$ cat config.mk
export PLATFORM = sky130hd
export DESIGN_NAME = term_char_if
export DESIGN_NICKNAME = d
export VERILOG_FILES = /design/src/rtl/term_char_pkg.sv /design/src/rtl/term_rx_side.sv /design/src/rtl/term_tx_side.sv /design/src/rtl/term_char_if.sv
export SDC_FILE = /design/constraint.sdc
export NUM_CORES = 1
export LEC_CHECK = 0
export CAP_MARGIN = 20
export CORE_ASPECT_RATIO = 2
export CORE_UTILIZATION = 44
export DETAILED_ROUTE_END_ITERATION = 16
export GPL_ROUTABILITY_DRIVEN = 0
export PLACE_DENSITY = 0.69
export SETUP_SLACK_MARGIN = 0.5
export SYNTH_ARGS = -nofsm -noshare
export SYNTH_HDL_FRONTEND = slang
export SYNTH_HIERARCHICAL = 1
export SYNTH_SLANG_ARGS = --single-unit
export TNS_END_PERCENT = 100
$ cat constraint.sdc
create_clock -name clk -period 2.6 [get_ports clk]
set_input_delay 0.78 -clock clk [delete_from_list [all_inputs] [get_ports clk]]
set_output_delay 0.78 -clock clk [all_outputs]
set_load 0.02 [all_outputs]
$ cat src/rtl/term_char_pkg.sv
package term_char_pkg;

    typedef enum logic [0:0] {
        TX_IDLE  = 1'b0,
        TX_SHIFT = 1'b1
    } tx_phase_e;

endpackage

$ cat src/rtl/term_rx_side.sv
module term_rx_side #(
    parameter int CHAR_W = 8
) (
    input  logic              clk,
    input  logic              rst_n,
    input  logic              kb_bit_i,
    input  logic              kb_valid_i,
    input  logic              take_i,
    output logic [CHAR_W-1:0] data_o,
    output logic              ready_o
);
    localparam int CNT_W = (CHAR_W > 2) ? $clog2(CHAR_W) : 1;
    localparam logic [CNT_W-1:0] LAST_IDX = CNT_W'(CHAR_W - 1);

    typedef struct packed {
        logic [CHAR_W-1:0] shreg;
        logic [CNT_W-1:0]  count;
        logic              full;
    } rx_state_t;

    rx_state_t st_d, st_q;

    always_comb begin
        st_d = st_q;
        if (st_q.full) begin
            // register locked; only the processor's accept reopens it
            if (take_i) begin
                st_d.full = 1'b0;
            end
        end else if (kb_valid_i) begin
            st_d.shreg = {st_q.shreg[CHAR_W-2:0], kb_bit_i};
            if (st_q.count == LAST_IDX) begin
                st_d.count = '0;
                st_d.full  = 1'b1;
            end else begin
                st_d.count = st_q.count + 1'b1;
            end
        end
    end

    always_ff @(posedge clk or negedge rst_n) begin
        if (!rst_n) begin
            st_q <= '0;
        end else begin
            st_q <= st_d;
        end
    end

    assign data_o  = st_q.shreg;
    assign ready_o = st_q.full;

    AST_RX_LOCKED: assert property (@(posedge clk) disable iff (!rst_n)
        ready_o |=> $stable(data_o)) else $error("rx data changed while full");
    AST_RX_TAKE_CLEARS: assert property (@(posedge clk) disable iff (!rst_n)
        (ready_o && take_i) |=> !ready_o) else $error("accept did not clear flag");
    AST_RX_RISE_ON_BIT: assert property (@(posedge clk) disable iff (!rst_n)
        $rose(ready_o) |-> $past(kb_valid_i)) else $error("flag rose without a bit");
    AST_RX_IDLE_TAKE: assert property (@(posedge clk) disable iff (!rst_n)
        (!ready_o && take_i && !kb_valid_i) |=> $stable(data_o)) else $error("idle accept touched data");
endmodule

$ cat src/rtl/term_tx_side.sv
module term_tx_side
    import term_char_pkg::*;
#(
    parameter int CHAR_W = 8
) (
    input  logic              clk,
    input  logic              rst_n,
    input  logic [CHAR_W-1:0] data_i,
    input  logic              load_i,
    output logic              free_o,
    output logic              bit_o,
    output logic              valid_o
);
    localparam int CNT_W = (CHAR_W > 2) ? $clog2(CHAR_W) : 1;
    localparam logic [CNT_W-1:0] LAST_IDX = CNT_W'(CHAR_W - 1);

    typedef struct packed {
        logic [CHAR_W-1:0] shreg;
        logic [CNT_W-1:0]  count;
        tx_phase_e         phase;
        logic              free;
    } tx_state_t;

    tx_state_t st_d, st_q;

    always_comb begin
        st_d = st_q;
        unique case (st_q.phase)
            TX_IDLE: begin
                if (load_i && st_q.free) begin
                    st_d.shreg = data_i;
                    st_d.count = '0;
                    st_d.phase = TX_SHIFT;
                    st_d.free  = 1'b0;
                end
            end
            TX_SHIFT: begin
                // loads arriving here are dropped
                st_d.shreg = {st_q.shreg[CHAR_W-2:0], 1'b0};
                if (st_q.count == LAST_IDX) begin
                    st_d.count = '0;
                    st_d.phase = TX_IDLE;
                    st_d.free  = 1'b1;
                end else begin
                    st_d.count = st_q.count + 1'b1;
                end
            end
            default: st_d.phase = TX_IDLE;
        endcase
    end

    always_ff @(posedge clk or negedge rst_n) begin
        if (!rst_n) begin
            st_q       <= '0;
            st_q.phase <= TX_IDLE;
            st_q.free  <= 1'b1;
        end else begin
            st_q <= st_d;
        end
    end

    assign free_o  = st_q.free;
    assign bit_o   = st_q.shreg[CHAR_W-1];
    assign valid_o = (st_q.phase == TX_SHIFT);

    AST_TX_FREE_QUIET: assert property (@(posedge clk) disable iff (!rst_n)
        free_o |-> !valid_o) else $error("valid while free");
    AST_TX_LOAD_STARTS: assert property (@(posedge clk) disable iff (!rst_n)
        (load_i && free_o) |=> (!free_o && valid_o && bit_o == $past(data_i[CHAR_W-1]))) else $error("load did not start");
    AST_TX_BUSY_LOAD: assert property (@(posedge clk) disable iff (!rst_n)
        (!free_o && valid_o) |=> (bit_o == $past(st_q.shreg[CHAR_W-2]))) else $error("stream disturbed");
    AST_TX_END_FREE: assert property (@(posedge clk) disable iff (!rst_n)
        $rose(free_o) |-> $past(valid_o)) else $error("flag rose without a stream");
endmodule

$ cat src/rtl/term_char_if.sv
module term_char_if #(
    parameter int CHAR_W = 8
) (
    input  logic              clk,
    input  logic              rst_n,
    input  logic              kb_bit_i,
    input  logic              kb_valid_i,
    input  logic              rx_take_i,
    output logic [CHAR_W-1:0] rx_data_o,
    output logic              rx_ready_o,
    input  logic [CHAR_W-1:0] tx_data_i,
    input  logic              tx_load_i,
    output logic              tx_free_o,
    output logic              pr_bit_o,
    output logic              pr_valid_o
);
    term_rx_side #(.CHAR_W(CHAR_W)) u_rx (
        .clk        (clk),
        .rst_n      (rst_n),
        .kb_bit_i   (kb_bit_i),
        .kb_valid_i (kb_valid_i),
        .take_i     (rx_take_i),
        .data_o     (rx_data_o),
        .ready_o    (rx_ready_o)
    );

    term_tx_side #(.CHAR_W(CHAR_W)) u_tx (
        .clk     (clk),
        .rst_n   (rst_n),
        .data_i  (tx_data_i),
        .load_i  (tx_load_i),
        .free_o  (tx_free_o),
        .bit_o   (pr_bit_o),
        .valid_o (pr_valid_o)
    );
endmodule

**After elaboration in Yosys (flattened, before gate mapping)**

Cells that the tools add are included.

- $add $sub $neg: 2
- Equality and inequality tests: 4
- Muxes and demuxes: 9
- Bitwise gates (word level): 2
- Reduce and logical (&&, ||, !) cells: 3

Operators with widths:

| kind | count |
|---|---|
| $pmux W13 S2 | 1 |
| $mux W13 | 1 |
| $add A3 B1 Y3 const B | 2 |
| $eq A3 B3 Y1 const B | 2 |
| $mux W3 | 2 |
| $mux W1 | 4 |
| $reduce_and A2 Y1 | 2 |
| $mux W2 | 1 |
| $ne A2 B1 Y1 const B | 1 |
| $ne A2 B2 Y1 const B | 1 |
| $not A1 Y1 | 2 |
| $logic_and A1 B1 Y1 | 1 |

- Flip-flop bits (word level): 25
- Input port bits: 14
- Output and inout bits: 12
- Logic and storage cells: 27

**Logic depth before layout (Yosys ltp)**

Gate-level depths: netlist (run 1).

- Word-level depth: 4
- Mapped depth: 4
- Gate-level depth less buffers: 4

**Modules after synthesis**

Netlist (run 1), hierarchy kept.

By module, submodules not included:

| module | times used | cells each | area an instance (sq um) | seq. area each (sq um) |
|---|---|---|---|---|
| term_tx_side | 1 | 68 | 763.2 | 326.6 |
| term_rx_side | 1 | 38 | 594.3 | 300.3 |

**Worst setup path after synthesis (run 1)**

No wires, ideal clock.

- Path kind: in2reg
- Start: in kb_valid_i
- End: reg u_rx.st_q (netlist bit u_rx/data_o[0])
- Setup time: 0.125 ns
- Arrival: 1.379 ns
- Required time: 2.475 ns
- Path slack: 1.096 ns
- Stages on the path: 3
- Path buffers: 1
- Cells stage by stage: nor2b_4 -> buf_12 -> mux2_4

- Cells in the longest elaborated chain, start to end: 1

RTL lines:

| element | RTL line | source |
|---|---|---|
| start: declaration | term_char_if.sv:7 | `input logic kb_valid_i,` |
| $reduce_and A2 Y1 (no line) | -- |  |
| end signal: assignment | term_rx_side.sv:45 | `st_q <= st_d;` |
| end: declaration | term_rx_side.sv:21 | `rx_state_t st_d, st_q;` |

No other way between the ends.
A chain may end at the register's enable or synchronous reset.

**Worst setup path in the final report (run 1)**

- Start: reg u_rx.st_q (netlist bit u_rx/data_o[6])
- End: out rx_data_o[6]

RTL lines:

| element | RTL line | source |
|---|---|---|
| end: declaration | term_char_if.sv:9 | `output logic [CHAR_W-1:0] rx_data_o,` |

No word-level cell between the ends.

==> impl_metrics.csv, run 1 <==
group,metric,value,unit
setup_path,worstPathCellList,"clkdlybuf4s50_1",
clock_tree,clkTransAtPathRegs,90,ps
drt,first_iter_violations,11,
drt,drc,0,
clock_tree,cts_buffer_depth,2,
timing,grt_setup_unrepaired,"false",
cells_and_area,drive_gt1_share,23.6,%
setup_path,crit_required,1820,ps
drt,vias,845,
global_routing,grt_first_pass_wirelength,3710,um
drt,routed_wl,2360,um
placement,placed_cell_area,1530,sq um
global_routing,grt_max_degree,31,
setup_path,path_buf_inv,1,
timing,holdWs,495,ps
timing,setup_viol,0,
timing,fin_skew,8.98,ps
clock_tree,clk_latency,270,ps
clock_tree,clkSinkCount,25,
clock_tree,cts_tree,"built",
yosys,synth_top_area_share,44.2,%
yosys,syn_avg_cell_area,12.8,sq um
floorplanning,fp.dieH,80.6,um
timing,slew_headroom,70.9,%
clock_tree,htreeDepth,1,
min_path,hold_path_class,"reg2reg",
yosys,synthTopCellsByCount,"dfrtp_1, buf_4, nand2_1",
cells_and_area,fillers,287,
floorplanning,die_w,41.3,um
yosys,synth_nets,125,
drt,postRouteAntennaNets,0,
setup_path,start_kind,"register",
timing,max_freq,485,MHz
setup_path,slowest_delay,620,ps
setup_path,crit_fanout,3,
yosys,synth_cells,106,
placement,io_buffers,25,
yosys,yosysWarningCount,6,
cells_and_area,syn_to_final_growth,16.8,%
timing,period_needed,2060,ps
yosys,syn_area,1360,sq um
timing,drv_slew,0,
setup_path,crit_type,"reg2out",
global_routing,grt_use_total,16.3,%
floorplanning,die_area,3320,sq um
drt,avgViaCountPerCell,5.52,
clock_tree,ctsHoldBuffers,0,
yosys,ys_seq_area_share,46.2,%
yosys,synth_top_cell_by_area,"dfrtp_1",
timing,worst_slew_pin_slew,436,ps
global_routing,grt_pass1_vias,837,
power,p_per_area,798,nW/um^2
yosys,synth-seq-cells,25,
clock_tree,cts-root-buf,"clkbuf_8",
global_routing,antenna_found_initial,0,
cells_and_area,nets,143,
yosys,ys_async_sr_fraction,100,%
floorplanning,coreArea,2940,sq um
cells_and_area,regArea,627,sq um
drt,wire_per_inst,15.4,um
yosys,synth_ff_type,"dfrtp_1",
timing,tns,0,ps
setup_path,slowest_stage,"clkdlybuf4s50_1",
yosys,synth.area.top_cells,"dfrtp_1, mux2_4, o311ai_2, buf_4, ha_1",
cells_and_area,antenna_cells,0,
setup_path,arrival,1280,ps
floorplanning,ioPinCount,26,
clock_tree,cts_inserted_buffers,3,
yosys,synth_enable_flop_cells,0,
cells_and_area,finalInstanceArea,1590,sq um
timing,period_share,79.2,%
floorplanning,initial_utilization,46.1,%
yosys,synth.most_common_cell,"dfrtp_1",
cells_and_area,multi_input_area,567,sq um
setup_path,cp_top_family,"buffers and inverters",
timing,hold_viol,0,
run,cap_violations,0,
floorplanning,rows,28,
yosys,synth_cell_type_count,25,
setup_path,end_kind,"output pin",
drt,dr.pass1.iters,4,
power,vdd_drop_max,0.000586,V
power,p_total,1.27,mW
global_routing,grt_overflow_total,0,
placement,dp.final_hpwl,1670,um
outcome,status,"complete, no violations",
power,power_leakage,0.705,nW
[cells in the final DEF, fill, tap and decap left out, types with 2 or more instances in the layout]
| cell type | n |
|---|---|
| nand4b_1 | 7 |
| clkdlybuf4s50_1 | 21 |
| o21ai_1 | 2 |
| dlymetal6s2s_1 | 2 |
| mux2_4 | 9 |
| buf_4 | 3 |
| dfrtp_1 | 24 |
| o311ai_2 | 7 |
| nand2_1 | 10 |
| nand2b_1 | 3 |
| mux2_2 | 2 |
| mux2i_1 | 3 |
| ha_1 | 5 |
| dlygate4sd2_1 | 2 |
| nor2_1 | 2 |
| clkbuf_8 | 3 |
| inv_1 | 8 |
[stage by stage]
stage / utilization [%] / setup slack [ps] / instances
2_1_floorplan: - / 1100 / 106
3_3_place_gp: 51.9 / 475 / 148
3_5_place_dp: 51.9 / 428 / 148
4_1_cts: 53.4 / 495 / 152
5_1_grt: 53.9 / 504 / 153
6_report: 53.9 / 540 / 153
[cell families (layout without fill, tap and decap cells)]
family / count (synthesis) / after routing / share of synthesized area (%)
simple gates: 26 / 26 / 11.7
flops: 25 / 25 / 46.2
buf+inv: 23 / 40 / 12.1
mux: 14 / 14 / 13.8
compound gates: 13 / 13 / 11.6
fa+ha+maj: 5 / 5 / 4.61
[area by class of cell]
type | count | area share, %
multi-input cells | 58 | 35.8
repair buffers | 28 | 17.4
inverters | 8 | 1.89
well taps | 30 | 2.37
clock buffers | 3 | 2.60
flip-flops and latches | 25 | 39.5
clock inverters | 1 | 0.474
[sequential cells by signal, indices dropped and copies added (netlist names)]
name / count
u_tx/free_o: 1
u_rx/data_o: 8
u_rx/ready_o: 1
u_tx/bit_o: 1
u_tx/valid_o: 1
u_rx/st_q: 3
u_tx/st_q: 10
[final timing paths]
path                       slack, ps             end  cells after the start            from
max                              540    rx_data_o[6]                      1  u_rx/data_o[6]
min                              490     u_tx/free_o                      2     u_tx/free_o
max reg2reg                     1280  u_rx/data_o[2]                      2    u_rx/ready_o
min reg2reg                      490     u_tx/free_o                      2     u_tx/free_o
max in group asynchronous       1440     u_tx/free_o                      2           rst_n
min in group asynchronous        850  u_rx/data_o[6]                      2           rst_n
[per-layer routing]
layer,wire (um),track usage [%]
met4,53,7.74
met2,1290,27.2
met1,933,18.9
met3,87,2.49
met5,0,0
[timing repair]
action | CTS | global route
gates resized for setup | 2 | 2
setup endpoints to repair | 2 | 3
setup buffers | 0 | 1
[where the power goes]
group	total (mW)	internal (mW)	switching (mW)
Sequential	0.557	0.480	0.0765
Clock	0.235	0.109	0.127
Combinational	0.473	0.282	0.191
Total	1.27	0.872	0.394
No activity file was read; power rests on OpenSTA's default activity.
==> run 2, diff against run 1 <==
- clock period: 2.6 -> 2.05 ns (I/O delays scaled with it)
==> run 2 against run 1 <==
  * Cell area up 0.55%
  * Sequential cell count unchanged
  * First-iteration DRC count down 36%
  * Combinational power up 23%
  * Largest power group unchanged
  * Die area unchanged
  * Clock power up 20%
  * Highest routed layer unchanged
  * Critical path depth unchanged
  * Sequential share of layout area down 0.22 points
  * Final cell count up 2.6%
  * Global-route usage up 0.22 points
  * Wire length down 0.59%
  * Non-clock buffer count up 4
==> impl_metrics.csv, run 2 (same netlist as run 1, synthesis figures left out) <==
group,metric,value,unit
drt,postRouteAntennaNets,0,
global_routing,grt_max_degree,31,
cells_and_area,largest_register,"u_tx/st_q",
floorplanning,die_w,41.3,um
drt,avgViaCountPerCell,5.41,
cells_and_area,largest_reg_flops,10,
run,cap_violations,0,
power,p_total,1.56,mW
timing,slew_headroom,79.3,%
setup_path,startpoint,"u_tx/free_o",
floorplanning,die_area,3320,sq um
placement,io_buffers,25,
setup_path,slowest_stage,"dfstp_2",
power,vdd_drop_max,0.000688,V
global_routing,antenna_found_initial,0,
clock_tree,cts_tree,"built",
power,pwr-share-clk,18.2,%
drt,first_iter_violations,7,
power,seqPwrFrac,44.5,%
min_path,min_to,"u_tx/st_q[10]",
timing,hold_viol,0,
floorplanning,initial_utilization,46.1,%
power,swShare,30.6,%
timing,period_share,75.2,%
power,p_per_area,977,nW/um^2
setup_path,crit_required,1430,ps
clock_tree,clk_latency,260,ps
timing,drv_slew,0,
power,comb_power_share,37.3,%
setup_path,slowest_delay,530,ps
clock_tree,cts-root-buf,"clkbuf_8",
clock_tree,htreeDepth,1,
timing,grt_setup_unrepaired,"true",
cells_and_area,final_common_cell,"dfrtp_1",
cells_and_area,syn_to_final_growth,17.4,%
setup_path,crit_fanout,2,
setup_path,cp_top_family,"flip-flops",
drt,dr.pass1.iters,3,
cells_and_area,antenna_cells,0,
timing,tns,0,ps
clock_tree,cts_buffer_depth,2,
power,internal_power,1.08,mW
setup_path,rrSetupSlack,770,ps
outcome,status,"complete, no violations",
setup_path,path_buf_inv,1,
placement,dp.final_hpwl,1590,um
setup_path,ff2ff_path_depth,4,
timing,fin_skew,1.54,ps
floorplanning,rows,28,
cells_and_area,drive_gt1_share,34.6,%
global_routing,grt_first_pass_wirelength,3820,um
setup_path,arrival,930,ps
timing,max_freq,649,MHz
timing,worst_slew_pin_slew,310,ps
power,power.switching,0.477,mW
drt,wire_per_inst,14.9,um
global_routing,grt_use_total,16.5,%
floorplanning,fp.dieH,80.6,um
setup_path,end_kind,"output pin",
setup_path,worstPathCellList,"buf_4",
timing,holdWs,518,ps
cells_and_area,fillers,287,
min_path,hold_depth,2,
setup_path,reg2reg_to,"u_rx/data_o[1]",
global_routing,grt_pass1_vias,894,
cells_and_area,final_cells,157,
setup_path,reg2reg_from,"u_rx/ready_o",
min_path,hold_path_class,"reg2reg",
min_path,min-delay-start,"u_tx/st_q[9]",
timing,period_needed,1540,ps
drt,vias,850,
power,power_leakage,0.726,nW
cells_and_area,mostFrequentLayoutCells,"dfrtp_1, clkdlybuf4s50_1, buf_2, mux2_4, nand2_1",
drt,drc,0,
placement,placed_cells,151,
global_routing,grt_overflow_total,0,
floorplanning,coreArea,2940,sq um
setup_path,start_kind,"register",
cells_and_area,nets,147,
setup_path,crit_type,"reg2out",
timing,setup_viol,0,
floorplanning,ioPinCount,26,
clock_tree,clkSinkCount,25,
clock_tree,clkTransAtPathRegs,80,ps
drt,routed_wl,2350,um
clock_tree,cts_inserted_buffers,3,
==> run 2: cell types whose count changed in the layout (fill, tap and decap cells not counted), moves of 2 or more <==
cell,previous run,this run
dlygate4sd2_1,2,0
buf_2,0,10
clkdlybuf4s50_1,21,12
buf_4,3,6
==> run 2: cell type report <==
cell class | count | area (sq um) | share of cell area (%)
sequential | 25 | 627 | 39.3
multi-input combinational | 58 | 571 | 35.8
timing repair buffer | 32 | 284 | 17.8
clock buffer | 4 | 45.0 | 2.83
tap | 30 | 37.5 | 2.35
inverter | 8 | 30.0 | 1.88
==> run 2: worst max-delay path by stage <==
stage                endpoint  slack (ps)  cells after the start
4_1_cts             tx_free_o         480                      1
3_5_place_dp   u_rx/data_o[2]         210                      4
5_1_grt             tx_free_o         480                      1
2_1_floorplan  u_rx/data_o[0]         710                      3
3_3_place_gp   u_rx/data_o[3]         230                      4
6_report            tx_free_o         510                      1
==> run 2: routing by layer <==
metal  vias up  GRT usage (%)  share of wire (%)
met3         5           3.31                3.8
met5         -              0                  0
met4         0           5.81                1.6
li1        401              -                  -
met2        20           28.0                 55
met1       424           19.3                 39
==> run 2: stage by stage <==
step	cell area (sq um)	util (%)	setup slack, ps
5_1_grt	1590	54.2	476
3_3_place_gp	1560	53.1	228
2_1_floorplan	1360	-	711
3_5_place_dp	1560	53.1	206
4_1_cts	1600	54.3	484
6_report	1590	54.2	508
==> run 2: power groups by stage <==
stage / logic [mW] / clock network, mW / registers, mW
floorplan: 0.492 / 0 / 0.691
CTS: 0.589 / 0.290 / 0.698
global placement: 0.607 / 0 / 0.707
global route: 0.627 / 0.310 / 0.710
detailed placement: 0.621 / 0 / 0.709
finish: 0.581 / 0.283 / 0.693
==> run 2: repair_timing <==
| item | CTS | global route |
|---|---|---|
| endpoints found under the setup margin | 14 | 9 |
| cloned | 0 | 1 |
| setup buffers | 1 | 0 |
| hold buffers | 0 | 0 |
| resized for setup | 41 | 9 |
==> run 2: worst reg2reg max path, cell delays in order (launching register included) <==
cell and delay, ps:
dfrtp_1 380, buf_4 150, nor2b_4 160, clkbuf_16 180
mux2_4 300
==> run 3, diff against run 2 <==
- clock period: 2.05 -> 1.6 ns (I/O delays scaled with it)
==> run 3 against run 2 <==
  * Combinational power up 89%
  * Count of clock-buffer cells in the layout unchanged
  * Final cell count up 9.6%
  * Clock skew up 3.5 ps
  * Sequential share of layout area down 4.8 points
  * Non-clock buffer count up 14
  * Critical path depth unchanged
  * Largest power group is now combinational logic
==> impl_metrics.csv, run 3 (same netlist as run 1, synthesis figures left out) <==
group,metric,value,unit
power,seqPwrFrac,38.0,%
cells_and_area,nets,162,
floorplanning,die_w,41.3,um
clock_tree,cts_inserted_buffers,3,
power,p_per_area,1310,nW/um^2
clock_tree,cts_buffer_depth,2,
global_routing,antenna_found_initial,0,
clock_tree,clkTransAtPathRegs,80,ps
placement,dp_slack,-102,ps
drt,dr.pass1.iters,3,
timing,worst_slew_pin_slew,373,ps
timing,slew_headroom,75.1,%
cells_and_area,largest_reg_flops,10,
setup_path,crit_type,"reg2out",
drt,first_iter_violations,6,
setup_path,arrival,910,ps
timing,fin_skew,5.01,ps
global_routing,grt_pass1_vias,890,
power,swShare,29.4,%
cells_and_area,fillers,251,
cells_and_area,antenna_cells,0,
floorplanning,die_area,3320,sq um
power,comb_power_share,46.5,%
global_routing,grt_first_pass_wirelength,4000,um
setup_path,cp_top_family,"flip-flops",
drt,routed_wl,2500,um
clock_tree,cts-root-buf,"clkbuf_8",
global_routing,grt_overflow_total,0,
cells_and_area,final_common_cell,"dfrtp_1",
timing,period_needed,1390,ps
clock_tree,cts_tree,"built",
setup_path,slowest_stage,"dfstp_2",
power,internal_power,1.68,mW
floorplanning,initial_utilization,46.1,%
drt,wire_per_inst,14.5,um
timing,period_share,87.1,%
cells_and_area,multi_input_area,636,sq um
cells_and_area,largest_register,"u_tx/st_q",
placement,io_buffers,25,
setup_path,end_kind,"output pin",
power,pwr-share-clk,15.5,%
run,cap_violations,0,
timing,max_freq,717,MHz
setup_path,crit_required,1120,ps
setup_path,path_buf_inv,1,
power,power.switching,0.697,mW
clock_tree,clkSinkCount,25,
cells_and_area,regArea,628,sq um
drt,avgViaCountPerCell,5.19,
clock_tree,htreeDepth,1,
clock_tree,ctsHoldBuffers,0,
setup_path,worstPathCellList,"buf_6",
timing,hold_viol,0,
global_routing,grt_max_degree,31,
global_routing,grt_use_total,17.5,%
drt,drc,0,
timing,setup_viol,0,
timing,setup_slack,206,ps
drt,vias,892,
setup_path,crit_fanout,2,
timing,drv_slew,0,
cells_and_area,drive_gt1_share,47.2,%
power,power_leakage,0.818,nW
timing,tns,0,ps
floorplanning,fp.dieH,80.6,um
min_path,hold_path_class,"in2async",
cells_and_area,syn_to_final_growth,33.8,%
setup_path,start_kind,"register",
outcome,status,"complete, no violations",
cells_and_area,mostFrequentLayoutCells,"dfrtp_1, buf_6, buf_4",
power,vdd_drop_max,0.00114,V
drt,postRouteAntennaNets,0,
setup_path,slowest_delay,540,ps
timing,grt_setup_unrepaired,"true",
floorplanning,ioPinCount,26,
placement,dp.final_hpwl,1630,um
clock_tree,clk_latency,270,ps
floorplanning,coreArea,2940,sq um
floorplanning,rows,28,
## run 3: changes by cell type in the layout (fill, tap and decap cells not counted), moves of 2 or more
cell / previous run / this run
buf_4: 6 / 15
buf_6: 0 / 18
ha_4: 0 / 3
buf_2: 10 / 0
ha_2: 0 / 2
ha_1: 5 / 0
## run 3: power by group through the flow
stage	logic (mW)	registers (mW)	clock network, mW
after floorplan	0.630	0.887	0
after global placement	0.767	0.910	0
after detailed placement	0.789	0.908	0
after CTS	1.03	0.902	0.379
after global routing	1.18	0.919	0.407
final	1.10	0.902	0.369
## run 3: layout make-up
class,instances,area share [%]
well taps,30,2.07
flip-flops and latches,25,34.6
multi-input cells,59,35.0
clock buffers,4,2.48
repair buffers,46,24.2
inverters,8,1.65
## run 3: layer usage
metal / track usage (%) / wire length [um] / vias up
met1: 20.4 / 998 / 435
met2: 29.7 / 1350 / 23
li1: - / - / 430
met4: 7.74 / 44 / 0
met3: 2.21 / 105 / 4
met5: 0 / 0 / -
## run 3: worst paths after layout
check / startpoint / endpoint / slack (ps) / cells after the start
hold reg to reg: u_tx/st_q[7] / u_tx/st_q[8] / 520 / 2
setup reg to reg: u_rx/ready_o / u_rx/st_q[1] / 350 / 4
max in group asynchronous: rst_n / u_tx/st_q[5] / 630 / 2
setup / recovery: u_tx/free_o / tx_free_o / 210 / 1
hold / removal: rst_n / u_tx/bit_o / 490 / 1
min in group clk: u_tx/st_q[7] / u_tx/st_q[8] / 520 / 2
## run 3: metrics by stage
step / hold WS (ps) / util [%] / area [sq um] / total power, mW / std cells
after detailed placement: 498 / 53.3 / 1570 / 1.70 / 153
final: 486 / 61.7 / 1820 / 2.37 / 172
after floorplan: 184 / - / 1370 / 1.52 / 106
after global routing: 512 / 61.7 / 1820 / 2.50 / 172
after CTS: 500 / 59.9 / 1760 / 2.31 / 167
after global placement: 493 / 53.3 / 1570 / 1.68 / 153
## run 3: repair_timing
| item | CTS | global route |
|---|---|---|
| pin swaps | 1 | 0 |
| resized for setup | 88 | 7 |
| setup endpoints to repair | 36 | 36 |
| cloned | 1 | 0 |
| setup buffers | 9 | 5 |
